<file path="config.mk">
export PLATFORM = sky130hd
export DESIGN_NAME = xlat_walker
export DESIGN_NICKNAME = d
export VERILOG_FILES = /design/src/rtl/xw_pkg.sv /design/src/rtl/xw_l1_decode.sv /design/src/rtl/xw_l2_decode.sv /design/src/rtl/xlat_walker.sv
export SDC_FILE = /design/constraint.sdc
export NUM_CORES = 1
export LEC_CHECK = 0
export BUFFER_PORTS_ARGS = -buffer_cell sky130_fd_sc_hd__buf_4
export CAP_MARGIN = 20
export CELL_PAD_IN_SITES_DETAIL_PLACEMENT = 0
export CELL_PAD_IN_SITES_GLOBAL_PLACEMENT = 2
export CORE_MARGIN = 1.5
export CORE_UTILIZATION = 25
export CTS_CLUSTER_SIZE = 12
export DETAILED_ROUTE_END_ITERATION = 16
export PLACE_DENSITY = 0.75
export SKIP_CTS_REPAIR_TIMING = 1
export SLEW_MARGIN = 10
export SYNTH_ARGS = -nofsm -noshare
export SYNTH_HDL_FRONTEND = slang
export SYNTH_SLANG_ARGS = --single-unit
</file>
<file path="constraint.sdc">
create_clock -name clk -period 1.61 [get_ports clk]
set_input_delay 0.161 -clock clk [delete_from_list [all_inputs] [get_ports clk]]
set_output_delay 0.161 -clock clk [all_outputs]
set_load 0.01 [all_outputs]
</file>
<file path="src/rtl/xw_pkg.sv">
package xw_pkg;
  localparam int ADDR_W  = 32;
  localparam int DOM_W   = 4;
  localparam int ATTR_W  = 10;
  localparam int BASE_LO = 14;

  typedef enum logic [1:0] {
    K_FAULT   = 2'b00,
    K_COARSE  = 2'b01,
    K_SECTION = 2'b10,
    K_FINE    = 2'b11
  } l1_kind_e;

  typedef enum logic [1:0] {
    FLT_NONE = 2'b00,
    FLT_L1   = 2'b01,
    FLT_L2   = 2'b10
  } fault_e;
endpackage

</file>
<file path="src/rtl/xw_l1_decode.sv">
module xw_l1_decode
  import xw_pkg::*;
(
  input  logic [ADDR_W-1:0] desc,
  input  logic [19:0]       va_lo,
  output l1_kind_e          kind,
  output logic [ADDR_W-1:0] sect_pa,
  output logic [ADDR_W-1:0] next_addr,
  output logic [DOM_W-1:0]  domain,
  output logic [ATTR_W-1:0] attr
);
  assign kind    = l1_kind_e'(desc[1:0]);
  assign domain  = desc[8:5];
  assign attr    = desc[11:2];
  assign sect_pa = {desc[31:20], va_lo};

  // coarse tables index 256 words, fine tables 1024 words
  always_comb begin
    if (kind == K_FINE)
      next_addr = {desc[31:12], va_lo[19:10], 2'b00};
    else
      next_addr = {desc[31:10], va_lo[19:12], 2'b00};
  end
endmodule

</file>
<file path="src/rtl/xw_l2_decode.sv">
module xw_l2_decode
  import xw_pkg::*;
(
  input  logic [ADDR_W-1:0] desc,
  input  logic [15:0]       va_lo,
  output logic [ADDR_W-1:0] page_pa,
  output logic              fault,
  output logic [ATTR_W-1:0] attr
);
  assign attr = desc[11:2];

  always_comb begin
    fault = 1'b0;
    unique case (desc[1:0])
      2'b01:   page_pa = {desc[31:16], va_lo};
      2'b10:   page_pa = {desc[31:12], va_lo[11:0]};
      2'b11:   page_pa = {desc[31:10], va_lo[9:0]};
      default: begin
        page_pa = '0;
        fault   = 1'b1;
      end
    endcase
  end
endmodule

</file>
<file path="src/rtl/xlat_walker.sv">
module xlat_walker
  import xw_pkg::*;
(
  input  logic                      clk,
  input  logic                      rst,
  input  logic                      req_valid,
  output logic                      req_ready,
  input  logic [ADDR_W-1:0]         req_vaddr,
  input  logic [ADDR_W-1:BASE_LO]   tbl_base,
  output logic                      mem_req,
  output logic [ADDR_W-1:0]         mem_addr,
  input  logic                      mem_rvalid,
  input  logic [ADDR_W-1:0]         mem_rdata,
  output logic                      rsp_valid,
  output logic [ADDR_W-1:0]         rsp_paddr,
  output logic [DOM_W-1:0]          rsp_domain,
  output logic [ATTR_W-1:0]         rsp_attr,
  output logic [1:0]                rsp_fault
);
  typedef enum logic [1:0] {S_IDLE, S_LVL1, S_LVL2} state_e;

  state_e            state;
  logic [19:0]       va_q;
  logic [DOM_W-1:0]  dom_q;

  l1_kind_e          k1;
  logic [ADDR_W-1:0] sect_pa, l2_addr, page_pa;
  logic [DOM_W-1:0]  dom1;
  logic [ATTR_W-1:0] attr1, attr2;
  logic              flt2;

  xw_l1_decode u_l1 (
    .desc(mem_rdata), .va_lo(va_q), .kind(k1), .sect_pa(sect_pa),
    .next_addr(l2_addr), .domain(dom1), .attr(attr1)
  );

  xw_l2_decode u_l2 (
    .desc(mem_rdata), .va_lo(va_q[15:0]), .page_pa(page_pa),
    .fault(flt2), .attr(attr2)
  );

  assign req_ready = (state == S_IDLE);

  always_ff @(posedge clk) begin
    if (rst) begin
      state      <= S_IDLE;
      va_q       <= '0;
      dom_q      <= '0;
      mem_req    <= 1'b0;
      mem_addr   <= '0;
      rsp_valid  <= 1'b0;
      rsp_paddr  <= '0;
      rsp_domain <= '0;
      rsp_attr   <= '0;
      rsp_fault  <= FLT_NONE;
    end else begin
      mem_req   <= 1'b0;
      rsp_valid <= 1'b0;
      unique case (state)
        S_IDLE: begin
          if (req_valid) begin
            va_q     <= req_vaddr[19:0];
            mem_req  <= 1'b1;
            mem_addr <= {tbl_base, req_vaddr[31:20], 2'b00};
            state    <= S_LVL1;
          end
        end
        S_LVL1: begin
          if (mem_rvalid) begin
            dom_q <= dom1;
            unique case (k1)
              K_FAULT: begin
                rsp_valid  <= 1'b1;
                rsp_paddr  <= '0;
                rsp_domain <= dom1;
                rsp_attr   <= attr1;
                rsp_fault  <= FLT_L1;
                state      <= S_IDLE;
              end
              K_SECTION: begin
                rsp_valid  <= 1'b1;
                rsp_paddr  <= sect_pa;
                rsp_domain <= dom1;
                rsp_attr   <= attr1;
                rsp_fault  <= FLT_NONE;
                state      <= S_IDLE;
              end
              default: begin
                mem_req  <= 1'b1;
                mem_addr <= l2_addr;
                state    <= S_LVL2;
              end
            endcase
          end
        end
        S_LVL2: begin
          if (mem_rvalid) begin
            rsp_valid  <= 1'b1;
            rsp_paddr  <= page_pa;
            rsp_domain <= dom_q;
            rsp_attr   <= attr2;
            rsp_fault  <= flt2 ? FLT_L2 : FLT_NONE;
            state      <= S_IDLE;
          end
        end
        default: state <= S_IDLE;
      endcase
    end
  end
endmodule

</file>
# [Word-level counts from Yosys, hierarchy flattened]
# Index checks and enable logic that the tools add are counted.
[totals] out_inout_bits=83 reg_bits=108 elab_cells=69 inputBits=86
[op_classes] n_eq_ne=11 mux=36 n_reduce_logical=12
[ops] cell="32-bit case mux with 2 select lines" count=3
[ops] cell="32-bit 2-to-1 mux" count=5
[ops] cell="32-bit case mux with 3 select lines" count=1
[ops] cell="10-bit 2-to-1 mux" count=3
[ops] cell="10-bit case mux with 2 select lines" count=1
[ops] cell="2-bit 2-to-1 mux" count=7
[ops] cell="12-bit 2-to-1 mux" count=1
[ops] cell="4-bit 2-to-1 mux" count=3
[ops] cell="4-bit AND reduction" count=3
[ops] cell="2-bit inequality test, second input constant" count=5
[ops] cell="2-bit case mux with 2 select lines" count=2
[ops] cell="4-bit case mux with 2 select lines" count=1
[ops] cell="2-bit equality test, second input constant" count=3
[ops] cell="1-bit 2-to-1 mux" count=6
[ops] cell="2-bit case mux with 3 select lines" count=1
[ops] cell="2-bit by 1-bit equality test with 1-bit output, second input constant" count=2
[ops] cell="2-bit zero test" count=2
[ops] cell="1-bit case mux with 2 select lines" count=2
[ops] cell="2-bit AND reduction" count=2
[ops] cell="2-bit nonzero test" count=2
[ops] cell="3-bit by 2-bit inequality test with 1-bit output, second input constant" count=1
[ops] cell="3-bit AND reduction" count=1
[ops] cell="3-bit OR reduction" count=1
[ops] cell="2-bit OR reduction" count=1

# [Depth between registers and ports, before layout]
# Gate-level depths: netlist (run 1).
[depth] ltp_word=5 ltp_mapped=9 depth_no_buf=6

# [By module]
# A second synthesis (run 1) with hierarchy kept.
[hier_totals] cells_unflattened=650 area_unflattened_um2=6054.6
[modules_own_cells] module="xlat_walker" instances=1 area_each_um2=5048.6 cells_per_inst=519
[modules_own_cells] module="xw_l1_decode" instances=1 area_each_um2=653.1 cells_per_inst=82
[modules_own_cells] module="xw_l2_decode" instances=1 area_each_um2=352.8 cells_per_inst=49

# [Least setup slack after synthesis (run 1)]
# OpenSTA, ideal clock, no wires.
[synth_timing] path_type="reg2reg" startpoint="reg state[0]" endpoint="reg mem_addr[10]" path_slack_ns=-0.095 arrival_time_ns=1.634 synth_period_minus_slack_ns=1.705 path_stages_with_launch=8 path_buffers=1 cell_sequence="dfxtp_1 > inv_1 > ha_1 > nor2b_2 > a211o_1 > buf_2 > a311o_1 > a21oi_1"
[synth_via] elab_chain_cells=3 elab_cells_between_ends=8 cone_classes="4 x eq/ne; 1 x mux; 3 x reduce/logical"
[synth_lines] element="start: declaration" line_no="xlat_walker.sv:22" source="state_e state;"
[synth_lines] element="start signal: assignment" line_no="xlat_walker.sv:46" source="state <= S_IDLE;"
[synth_lines] element="start signal: assignment" line_no="xlat_walker.sv:65" source="state <= S_LVL1;"
[synth_lines] element="start signal: assignment" line_no="xlat_walker.sv:78" source="state <= S_IDLE;"
[synth_lines] element="2-bit zero test *"
[synth_lines] element="named net req_ready" line_no="xlat_walker.sv:7" source="output logic req_ready,"
[synth_lines] element="2-bit inequality test (no line) or 2-bit nonzero test (tied branches)"
[synth_lines] element="4-bit AND reduction (no line)"
[synth_lines] element="end signal: assignment" line_no="xlat_walker.sv:64" source="mem_addr <= {tbl_base, req_vaddr[31:20], 2'b00};"
[synth_lines] element="end signal: assignment" line_no="xlat_walker.sv:90" source="mem_addr <= l2_addr;"
[synth_lines] element="end: declaration" line_no="xlat_walker.sv:11" source="output logic [ADDR_W-1:0] mem_addr,"
# The timed path passes the listed nets; every way through them passes the cells marked *.
# A chain may end at the register's enable or synchronous reset.

# [Worst setup path in the final report (run 1)]
[layout_timing] startpoint="reg state[0]" endpoint="reg mem_addr[17]"
[layout_via] elab_chain_cells=3 elab_cells_between_ends=8 cone_classes="4 x eq/ne; 1 x mux; 3 x reduce/logical"
[layout_lines] element="2-bit by 1-bit equality test with 1-bit output or 2-bit zero test (tied branches)" line_no="xlat_walker.sv:59" source="unique case (state)"
[layout_lines] element="2-bit inequality test (no line) or 2-bit nonzero test (tied branches)"
[layout_lines] element="4-bit AND reduction (no line)"
# Several ways; a longest one is shown, not always the timed one.

==> run_results.csv, run 1 <==
group,metric,value,unit
run_status,outcome,"finished with violations",
run_status,violations,"negative setup slack",
drt,detail_route.drc_violations,0,
final_layout,multi_input_area,2276,µm²
drt,drt_wl_total,14.90,mm
timing,timing.max_slew.rel_slack,0.6279,
timing,hold_viol,0,
die,boundaryPins,169,
logic_synthesis,synth_edf_count,0,
logic_synthesis,synthXorXnorAreaFrac,0,
final_layout,finish.net_count,780,
timing,grt_setup_unrepaired,"true",
drt,ant_nets,0,
logic_synthesis,yosys_register_bits,106,
global_route,grt_start_max_net_pins,45,
global_route,grt_pass1_vias,4209,
placed_design,placedCellCount,890,
clocking,clock_tree.htree_level_count,3,
power,power.ir.vdd_worst,0.0005876,V
drt,detailedRoute.firstPassIterationCount,4,
final_layout,sequential_cell_area,2130,µm²
logic_synthesis,synth_mux_area_frac,0.07708,
clocking,total_clock_buffers_created_by_cts,9,
clocking,cts_root_buf,"clkbuf_16",
power,p_leak,0.002812,µW
timing,clock_skew,0.006148,ns
final_layout,n_antenna_cell,0,
logic_synthesis,seq_area_frac_synth,0.4806,
critical_path,worst_setup_path_end_kind,"flip-flop",
timing,final.period_utilization,1.056,
logic_synthesis,synth.cell_area,4415,µm²
placed_design,detailed_place_hpwl,10.50,mm
clocking,numClockSinks,106,
drt,detail_route.iter0.violations,179,
die,die_area,18470,µm²
drt,routedWlPerCell,16.21,µm
die,start_util,0.2553,
logic_synthesis,synth_flop_cell,"dfxtp_1",
timing,max_freq,588.1,MHz
logic_synthesis,synth_top_family_by_area,"compound AO/OA/AOI/OAI gates",
logic_synthesis,synth.distinct_cells,39,
logic_synthesis,synthArstFlopShare,0,
final_layout,post-route-util,0.3945,
timing,setup_violations,46,
critical_path,cp_data_required_time,1.81,ns
worst_hold_path,hold_path_class,"input port to flip-flop",
drt,detailroute.via_count,4316,
logic_synthesis,synth_fa_ha_area_frac,0.008501,
die,floorplan.core_area,17300,µm²
final_layout,layout-drive-gt1-share,0.3905,
power,power.density,1056,nW/µm²
timing,worstMarginPinSlew,0.5581,ns
final_layout,stdcell_count,919,
timing,worst_slack,-0.09039,ns
timing,report.final.slew_viol_count,0,
final_layout,fillers,1789,
critical_path,worst_setup_path_startpoint,"state[0]$_SDFFE_PP0P_",
timing,timing.final.crit_period,1.700,ns
clocking,tritoncts_clock_tree,"yes",
placed_design,post_dp_cell_area,6100,µm²
logic_synthesis,post_synth_and_or_nand_nor_area_fraction,0.1774,
global_route,grt-ovfl-total,0,
placed_design,io_buffer_count,166,
clocking,clkTransAtPathRegs,0.07,ns
logic_synthesis,synth.avg_cell_area,8.658,µm²
global_route,grt_pass1_wl,21.96,mm
placed_design,finalWeightedCongestion,0.7486,
drt,vias_per_cell,4.696,
critical_path,r2r-start,"state[0]$_SDFFE_PP0P_",
run,drv.max_cap_violation_count,0,
final_layout,area_delta_synth_final,54.52,%
clocking,clock_path_buffers,2,
critical_path,critical_path_class,"flip-flop to flip-flop",
die,rows,48,
critical_path,critPathArrivalTime,1.90,ns
global_route,grt_antenna_before_repair,0,
logic_synthesis,synthCells,510,
die,vertical_extent_of_the_die,135.9,µm
critical_path,critical_path.max_fanout,5,
global_route,grt_util_all_layers,0.1516,
worst_hold_path,min-delay-start,"mem_rdata[9]",
final_layout,post-route-cell-area,6823,µm²
clocking,clk-insertion-delay-late,0.34,ns
logic_synthesis,synth-compound-area-share,0.2015,
critical_path,worstSetupStartpointType,"flip-flop",
timing,final.setup.tns,-1.972,ns
logic_synthesis,yosysWarningCount,0,
die,die_w,135.9,µm
==> stage by stage <==
stage	total power [µW]	setup slack [ns]	hold slack, ns
finish	7206	-0.09039	0.05652
floorplan	3921	0.002758	0.2970
detailed placement	4784	-0.1426	0.4052
global placement	4755	-0.09954	0.3973
CTS	6952	-0.1545	0.03514
global route	7630	-0.1615	0.05476
==> registers in the layout, summed over array words and instances (netlist names), 2 cells and up <==
name	count
rsp_attr	10
rsp_paddr	32
mem_addr	30
rsp_fault	2
state	2
dom_q	4
rsp_domain	4
va_q	20
==> per-layer routing <==
layer | vias to the layer above | part of all wire | GRT usage
met5 | - | 0 | 0
met4 | 0 | 0.011 | 0.04019
met3 | 7 | 0.068 | 0.04884
met2 | 109 | 0.48 | 0.2524
met1 | 2047 | 0.44 | 0.1884
li1 | 2153 | - | -
==> Yosys cell counts (4+ instances only) <==
master	instances	area share
buf_2	17	0.019
a22o_1	4	0.0079
a211oi_1	30	0.051
a221oi_1	4	0.0079
a22oi_1	22	0.037
a21oi_1	40	0.045
clkbuf_1	23	0.020
nand3_1	17	0.019
inv_1	4	0.0034
a32oi_1	4	0.0079
mux2i_1	34	0.077
nand2_1	71	0.060
nor2_1	82	0.070
nor3_1	6	0.0068
buf_4	5	0.0085
a311o_1	10	0.023
dfxtp_1	106	0.48
==> critical path, stage by stage, from the launching register on <==
cell and delay (ns):
dfxtp_4 0.37, inv_4 0.08, ha_4 0.14, buf_6 0.10, nor2_4 0.03, buf_6 0.11
a211oi_4 0.25, buf_6 0.15, buf_8 0.13, clkbuf_16 0.15, a211oi_2 0.06
==> area by class of cell <==
| type | instances | share of cell area |
|---|---|---|
| clock inverters | 3 | 0.006235 |
| inverters | 4 | 0.002934 |
| well taps | 225 | 0.04126 |
| clock buffers | 11 | 0.03411 |
| flip-flops and latches | 106 | 0.3121 |
| multi-input cells | 354 | 0.3336 |
| repair buffers | 216 | 0.2698 |
==> worst paths after layout <==
kind / to / slack [ns] / cells past startpoint
worst max-delay path: mem_addr[17]$_SDFFE_PP0P_ / -0.09 / 10
worst min-delay path: rsp_attr[7]$_SDFFE_PP0P_ / 0.06 / 3
worst max register to register: mem_addr[17]$_SDFFE_PP0P_ / -0.09 / 10
worst min register to register: dom_q[2]$_SDFFE_PP0P_ / 0.46 / 2
==> cell usage in the layout (no fill, tap or decap), types with 3 or more instances in the layout <==
cell type,instances
nor3_1,6
mux2i_1,34
nand2_1,71
dfxtp_1,104
nand3_1,17
buf_12,8
a211oi_1,10
o21ai_0,3
a21oi_2,3
a311o_1,10
nor2_2,3
buf_6,9
a22o_1,4
clkbuf_16,13
a32oi_1,4
ha_4,3
a211oi_2,20
a21oi_1,36
a221oi_1,3
buf_4,193
a22oi_1,22
nor2_1,78
==> where the power goes <==
part / total, µW / switching (µW) / leakage, µW / internal [µW]
clock network: 2130 / 937 / 0.000131 / 1190
logic: 2070 / 1000 / 0.00181 / 1070
registers: 3010 / 151 / 0.000869 / 2860
total: 7210 / 2090 / 0.00281 / 5120
==> cell families (layout without fill, tap and decap cells) <==
| group | after synthesis | in the layout |
|---|---|---|
| fa+ha+maj | 3 | 3 |
| simple gates | 189 | 189 |
| other cells | 1 | 2 |
| buf+inv | 51 | 234 |
| compound gates | 126 | 126 |
| flops | 106 | 106 |
| mux | 34 | 34 |
Note: power is estimated with default switching activity, not from simulation.
==> run 2, diff against run 1 <==
CORE_UTILIZATION = 28   (was 25)
SYNTH_HIERARCHICAL = 1   (was unset)
==> run 2 against run 1 <==
Net effect:
- the flow still finishes with violations (negative setup slack)
- flip-flop and latch count grew 2
- worst setup slack improved by 0.085 ns
- non-clock buffer count grew 6
- largest cell class unchanged
- first-iteration DRC count is 72% higher
- register-to-register slack improved by 0.08 ns
- sequential power is 5% higher
- sequential share of layout area shrank 5.0 points
- count of clock-buffer cells in the layout fell by 2
==> run_results.csv, run 2 <==
group,metric,value,unit
clocking,numClockSinks,108,
final_layout,area_delta_synth_final,36.60,%
clocking,cts_root_buf,"clkbuf_16",
power,p_clk_frac,0.322,
logic_synthesis,yosysWarningCount,6,
run_status,outcome,"finished with violations",
drt,routedWlPerCell,19.92,µm
timing,grt_setup_unrepaired,"true",
drt,detailedRoute.firstPassIterationCount,4,
critical_path,rr_worst_depth,6,
logic_synthesis,synth.avg_cell_area,9.315,µm²
logic_synthesis,synth.cell_area,6055,µm²
global_route,grt_util_all_layers,0.1651,
final_layout,registers_with_the_most_flip_flops,"mem_addr x32, rsp_paddr x32, va_q x20",
final_layout,most_frequent_standard_cell_in_the_layout_excluding_fill_and_tap_cells,"buf_4",
drt,ant_nets,0,
clocking,clock_path_buffers,2,
clocking,total_clock_buffers_created_by_cts,9,
timing,hold_viol,0,
timing,timing.final.crit_period,1.615,ns
timing,hold-worst-slack,0.04875,ns
clocking,clk-insertion-delay-late,0.36,ns
timing,setup_violations,2,
drt,detailroute.via_count,5186,
logic_synthesis,synth_edf_count,0,
die,die_area,22520,µm²
logic_synthesis,synth.distinct_cells,39,
logic_synthesis,largest_area_contributor_in_the_netlist,"dfxtp_1",
run_status,violations,"negative setup slack",
power,power.ir.vdd_worst,0.0005152,V
clocking,clkTransAtPathRegs,0.08,ns
placed_design,finalWeightedCongestion,0.8175,
die,vertical_extent_of_the_die,150.1,µm
die,rows,53,
timing,final.period_utilization,1.003,
final_layout,finish.net_count,830,
global_route,grt_pass1_wl,28.71,mm
final_layout,layout-drive-gt1-share,0.5034,
die,boundaryPins,169,
timing,report.final.slew_viol_count,0,
critical_path,worstSetupStartpointType,"flip-flop",
logic_synthesis,synthCells,650,
logic_synthesis,synth_flop_cell,"dfxtp_1",
power,p_leak,0.003118,µW
global_route,grt_pass1_vias,5046,
logic_synthesis,synthArstFlopShare,0,
worst_hold_path,holdPathStages,3,
logic_synthesis,synth_largest_type_area_fraction,0.3571,
worst_hold_path,hold_path_class,"input port to flip-flop",
critical_path,cp_data_required_time,1.90,ns
final_layout,layout_common_cells,"186 x buf_4, 106 x dfxtp_1, 85 x a211oi_2, 49 x nand2_1, 44 x mux2i_1",
power,p_int,5724,µW
power,pwr-share-seq,0.382,
final_layout,n_antenna_cell,0,
logic_synthesis,seq_area_frac_synth,0.3571,
power,p_comb_frac,0.296,
timing,clock_skew,0.01041,ns
drt,drt_wl_total,20.32,mm
run,drv.max_cap_violation_count,0,
logic_synthesis,post_synth_top_cells,"108 x dfxtp_1, 94 x buf_4, 93 x a211oi_1",
clocking,clock_tree.htree_level_count,3,
die,die_w,150.1,µm
clocking,tritoncts_clock_tree,"yes",
critical_path,critical_path.max_fanout,7,
final_layout,post-route-util,0.3922,
die,floorplan.core_area,21090,µm²
timing,max_freq,619.0,MHz
critical_path,worst_setup_path_end_kind,"flip-flop",
drt,detail_route.iter0.violations,308,
power,power.density,998.5,nW/µm²
critical_path,critical_path_class,"flip-flop to flip-flop",
drt,vias_per_cell,5.084,
placed_design,detailed_place_hpwl,13.37,mm
power,p_switching,2534,µW
global_route,grt_antenna_before_repair,0,
global_route,grt_start_max_net_pins,48,
timing,worst_slack,-0.005493,ns
power,switching_share,0.3069,
logic_synthesis,yosysMostFrequentCell,"dfxtp_1",
logic_synthesis,yosys_register_bits,108,
final_layout,fillers,2092,
die,start_util,0.2871,
critical_path,critPathArrivalTime,1.91,ns
global_route,grt-ovfl-total,0,
drt,detail_route.drc_violations,0,
logic_synthesis,post_synth_main_area_contributors,"dfxtp_1 36%, buf_4 12%, a211oi_1 12%",
placed_design,io_buffer_count,168,
-- run 2: cell types whose count changed after synthesis, moves of 7 or more --
cell | before | now
a211oi_1 | 30 | 93
a211oi_2 | 1 | 30
a21oi_1 | 40 | 61
a22oi_1 | 22 | 32
a311o_1 | 10 | 0
buf_2 | 17 | 27
buf_4 | 5 | 94
clkbuf_1 | 23 | 16
mux2_2 | 0 | 11
mux2i_1 | 34 | 45
nand2_1 | 71 | 49
nand3_1 | 17 | 5
nor2_1 | 82 | 1
nor2b_1 | 3 | 26
-- run 2: worst paths after layout --
check	startpoint	endpoint	slack [ns]
hold reg to reg	dom_q[3]$_SDFFE_PP0P_	dom_q[3]$_SDFFE_PP0P_	0.46
setup reg to reg	state[0]$_SDFFE_PP0P_	rsp_paddr[28]$_SDFFE_PP0P_	-0.005
setup / recovery	state[0]$_SDFFE_PP0P_	rsp_paddr[28]$_SDFFE_PP0P_	-0.005
hold / removal	req_vaddr[8]	va_q[8]$_SDFFE_PP0P_	0.05
-- run 2: logic make-up after synthesis --
logic type      Yosys count  synth area share
compound gates          232            0.2899
buf+inv                 150            0.1618
flops                   108            0.3571
simple gates             97           0.08370
mux                      58           0.09857
fa+ha+maj                 4          0.008267
other cells               1         0.0006194
-- run 2: through the flow --
step / setup WS, ns / cell area (µm²) / instances / TNS (ns) / power [µW]
detailed placement: -0.08743 / 7273 / 983 / -1.899 / 5298
finish: -0.005493 / 8270 / 1020 / -0.01091 / 8258
global placement: -0.02400 / 7273 / 983 / -0.03358 / 5249
floorplan: 0.0001711 / 6226 / 651 / 0 / 4498
global route: -0.05509 / 8270 / 1020 / -1.525 / 8655
CTS: -0.1138 / 7626 / 999 / -3.537 / 7977
-- run 2: cell type report --
cell class                      count  area [µm²]  share of cell area
Multi-Input combinational cell    393        3364              0.4068
Sequential cell                   108        2167              0.2620
Timing Repair Buffer              222        2014              0.2436
Tap cell                          275       344.1             0.04160
Clock buffer                        9       225.2             0.02723
Clock inverter                      7       127.6             0.01543
Inverter                            6       27.53            0.003328
-- run 2: power by group through the flow --
stage                     combinational, µW  sequential (µW)  clock (µW)
after floorplan                        1250             3240           0
final                                  2440             3160        2660
after global routing                   2610             3190        2860
after detailed placement               2100             3200           0
after global placement                 2060             3190           0
after CTS                              2110             3140        2730
-- run 2: layer usage --
layer	up-vias	global-route usage	part of all wire
met5	-	0	0
met4	0	0.03922	0.013
met3	16	0.03841	0.054
met2	155	0.2752	0.49
met1	2529	0.2144	0.44
li1	2486	-	-
-- run 2: worst max-delay path, stage by stage, from the launching register on --
cell       delay [ns]
dfxtp_4          0.38
inv_4            0.05
ha_4             0.19
and3b_2          0.25
a21o_4           0.27
clkbuf_16        0.20
a211oi_4         0.19
==> run 3, diff against run 2 <==
BUFFER_PORTS_ARGS = -buffer_cell sky130_fd_sc_hd__buf_2   (was -buffer_cell sky130_fd_sc_hd__buf_4)
==> run 3 against run 2 <==
Net effect:
- the run still ends with negative setup slack left
- non-clock buffer count down 9
- clock power decreased by 18%
- largest cell class unchanged
- combinational power fell by 16%
- count of clock-buffer cells in the layout rose by 1
- via count fell by 2.7%
==> run_results.csv, run 3 (synthesis results as in run 2) <==
group,metric,value,unit
run_status,outcome,"finished with violations",
run_status,violations,"negative setup slack",
power,power.density,981.8,nW/µm²
drt,detail_route.iter0.violations,216,
run,drv.max_cap_violation_count,0,
final_layout,stdcell_count,1011,
placed_design,dp_slack,-0.1435,ns
global_route,grt_util_all_layers,0.1584,
drt,ant_nets,0,
timing,timing.max_slew.rel_slack,0.5936,
timing,grt_setup_unrepaired,"true",
final_layout,area_delta_synth_final,23.77,%
critical_path,worst_setup_path_end_kind,"flip-flop",
placed_design,finalWeightedCongestion,0.8171,
drt,routedWlPerCell,18.12,µm
final_layout,layout_common_cells,"167 x buf_2, 106 x dfxtp_1, 77 x a211oi_2, 60 x a21oi_1, 49 x nand2_1",
critical_path,critical_path.max_fanout,10,
die,boundaryPins,169,
critical_path,cp_data_required_time,1.89,ns
die,floorplan.core_area,21090,µm²
timing,worst_slack,-0.01249,ns
clocking,clk-insertion-delay-late,0.36,ns
critical_path,worstSetupStartpointType,"flip-flop",
critical_path,critPathArrivalTime,1.90,ns
die,rows,53,
clocking,total_clock_buffers_created_by_cts,9,
power,power.ir.vdd_worst,0.0005099,V
global_route,grt_pass1_vias,4776,
timing,hold_viol,0,
final_layout,layout-drive-gt1-share,0.4620,
final_layout,finish.net_count,821,
drt,detailroute.via_count,5044,
drt,detailedRoute.firstPassIterationCount,4,
final_layout,registers_with_the_most_flip_flops,"mem_addr x32, rsp_paddr x32, va_q x20",
power,design_power_total,7357,µW
clocking,clock_path_buffers,2,
final_layout,post-route-util,0.3553,
final_layout,most_frequent_standard_cell_in_the_layout_excluding_fill_and_tap_cells,"buf_2",
global_route,grt-ovfl-total,0,
clocking,numClockSinks,108,
placed_design,placedCellCount,991,
global_route,grt_antenna_before_repair,1,
final_layout,post-route-cell-area,7493,µm²
critical_path,critical_path_class,"flip-flop to flip-flop",
placed_design,detailed_place_hpwl,13.38,mm
timing,clock_skew,0.006700,ns
placed_design,post_dp_cell_area,6928,µm²
clocking,clkTransAtPathRegs,0.07,ns
timing,setup_violations,1,
clocking,cts_root_buf,"clkbuf_16",
global_route,grt_pass1_wl,27.40,mm
global_route,grt_start_max_net_pins,40,
timing,max_freq,616.3,MHz
die,die_w,150.1,µm
drt,detail_route.drc_violations,0,
clocking,tritoncts_clock_tree,"yes",
drt,vias_per_cell,4.989,
final_layout,n_antenna_cell,0,
die,start_util,0.2871,
timing,timing.final.crit_period,1.622,ns
timing,report.final.slew_viol_count,0,
power,p_leak,0.002868,µW
drt,drt_wl_total,18.32,mm
timing,final.period_utilization,1.008,
clocking,clock_tree.htree_level_count,3,
worst_hold_path,hold_path_class,"input port to flip-flop",
placed_design,io_buffer_count,168,
die,die_area,22520,µm²
timing,worstMarginPinSlew,0.6096,ns
die,vertical_extent_of_the_die,150.1,µm
## run 3: cell types whose count changed in the layout (fill, tap and decap cells not counted), moves of 3 or more
cell        before  now
buf_2            0  167
buf_4          186   21
a21oi_1         42   60
a21oi_2         19    1
a211oi_1        37   45
a211oi_2        85   77
buf_6           14    7
clkbuf_16       15    9
clkinvlp_4       0    5
bufinv_16        3    0
inv_6            3    0
## run 3: path summary, 6_finish.rpt
kind | endpoint | cells past startpoint | slack [ns] | startpoint
setup / recovery | rsp_paddr[8]$_SDFFE_PP0P_ | 6 | -0.01 | state[0]$_SDFFE_PP0P_
hold / removal | va_q[7]$_SDFFE_PP0P_ | 3 | 0.03 | req_vaddr[7]
setup reg to reg | rsp_paddr[8]$_SDFFE_PP0P_ | 6 | -0.01 | state[0]$_SDFFE_PP0P_
hold reg to reg | dom_q[0]$_SDFFE_PP0P_ | 2 | 0.46 | dom_q[0]$_SDFFE_PP0P_
## run 3: cell type report
cell class              count  area (µm²)
flip-flops and latches    108        2167
clock buffers              10       239.0
fillers                  2180       13590
well taps                 275       344.1
multi-input cells         393        3249
repair buffers            213        1418
clock inverters             6       48.80
inverters                   6       27.53
## run 3: critical path, cell delays in order, from the launching register on
cell,delay [ns]
dfxtp_4,0.38
buf_12,0.12
ha_4,0.13
and3b_2,0.26
a21o_4,0.25
buf_12,0.16
a211oi_4,0.24
## run 3: through the flow
step | hold slack [ns] | setup TNS, ns
2_1_floorplan | 0.2970 | 0
3_3_place_gp | 0.4056 | -0.6027
3_5_place_dp | 0.4085 | -4.205
4_1_cts | 0.02115 | -6.068
5_1_grt | 0.03650 | -0.4878
6_report | 0.03235 | -0.01249
## run 3: per-layer routing
layer,track usage,wire length (µm)
met2,0.2507,8658
met5,0,12
met4,0.05441,339
met3,0.03689,939
met1,0.2102,8370
## run 3: power by group
group | leakage [µW] | switching [µW] | internal [µW]
registers | 0.000887 | 188 | 2940
logic | 0.00186 | 1110 | 943
clock network | 0.000125 | 1070 | 1100
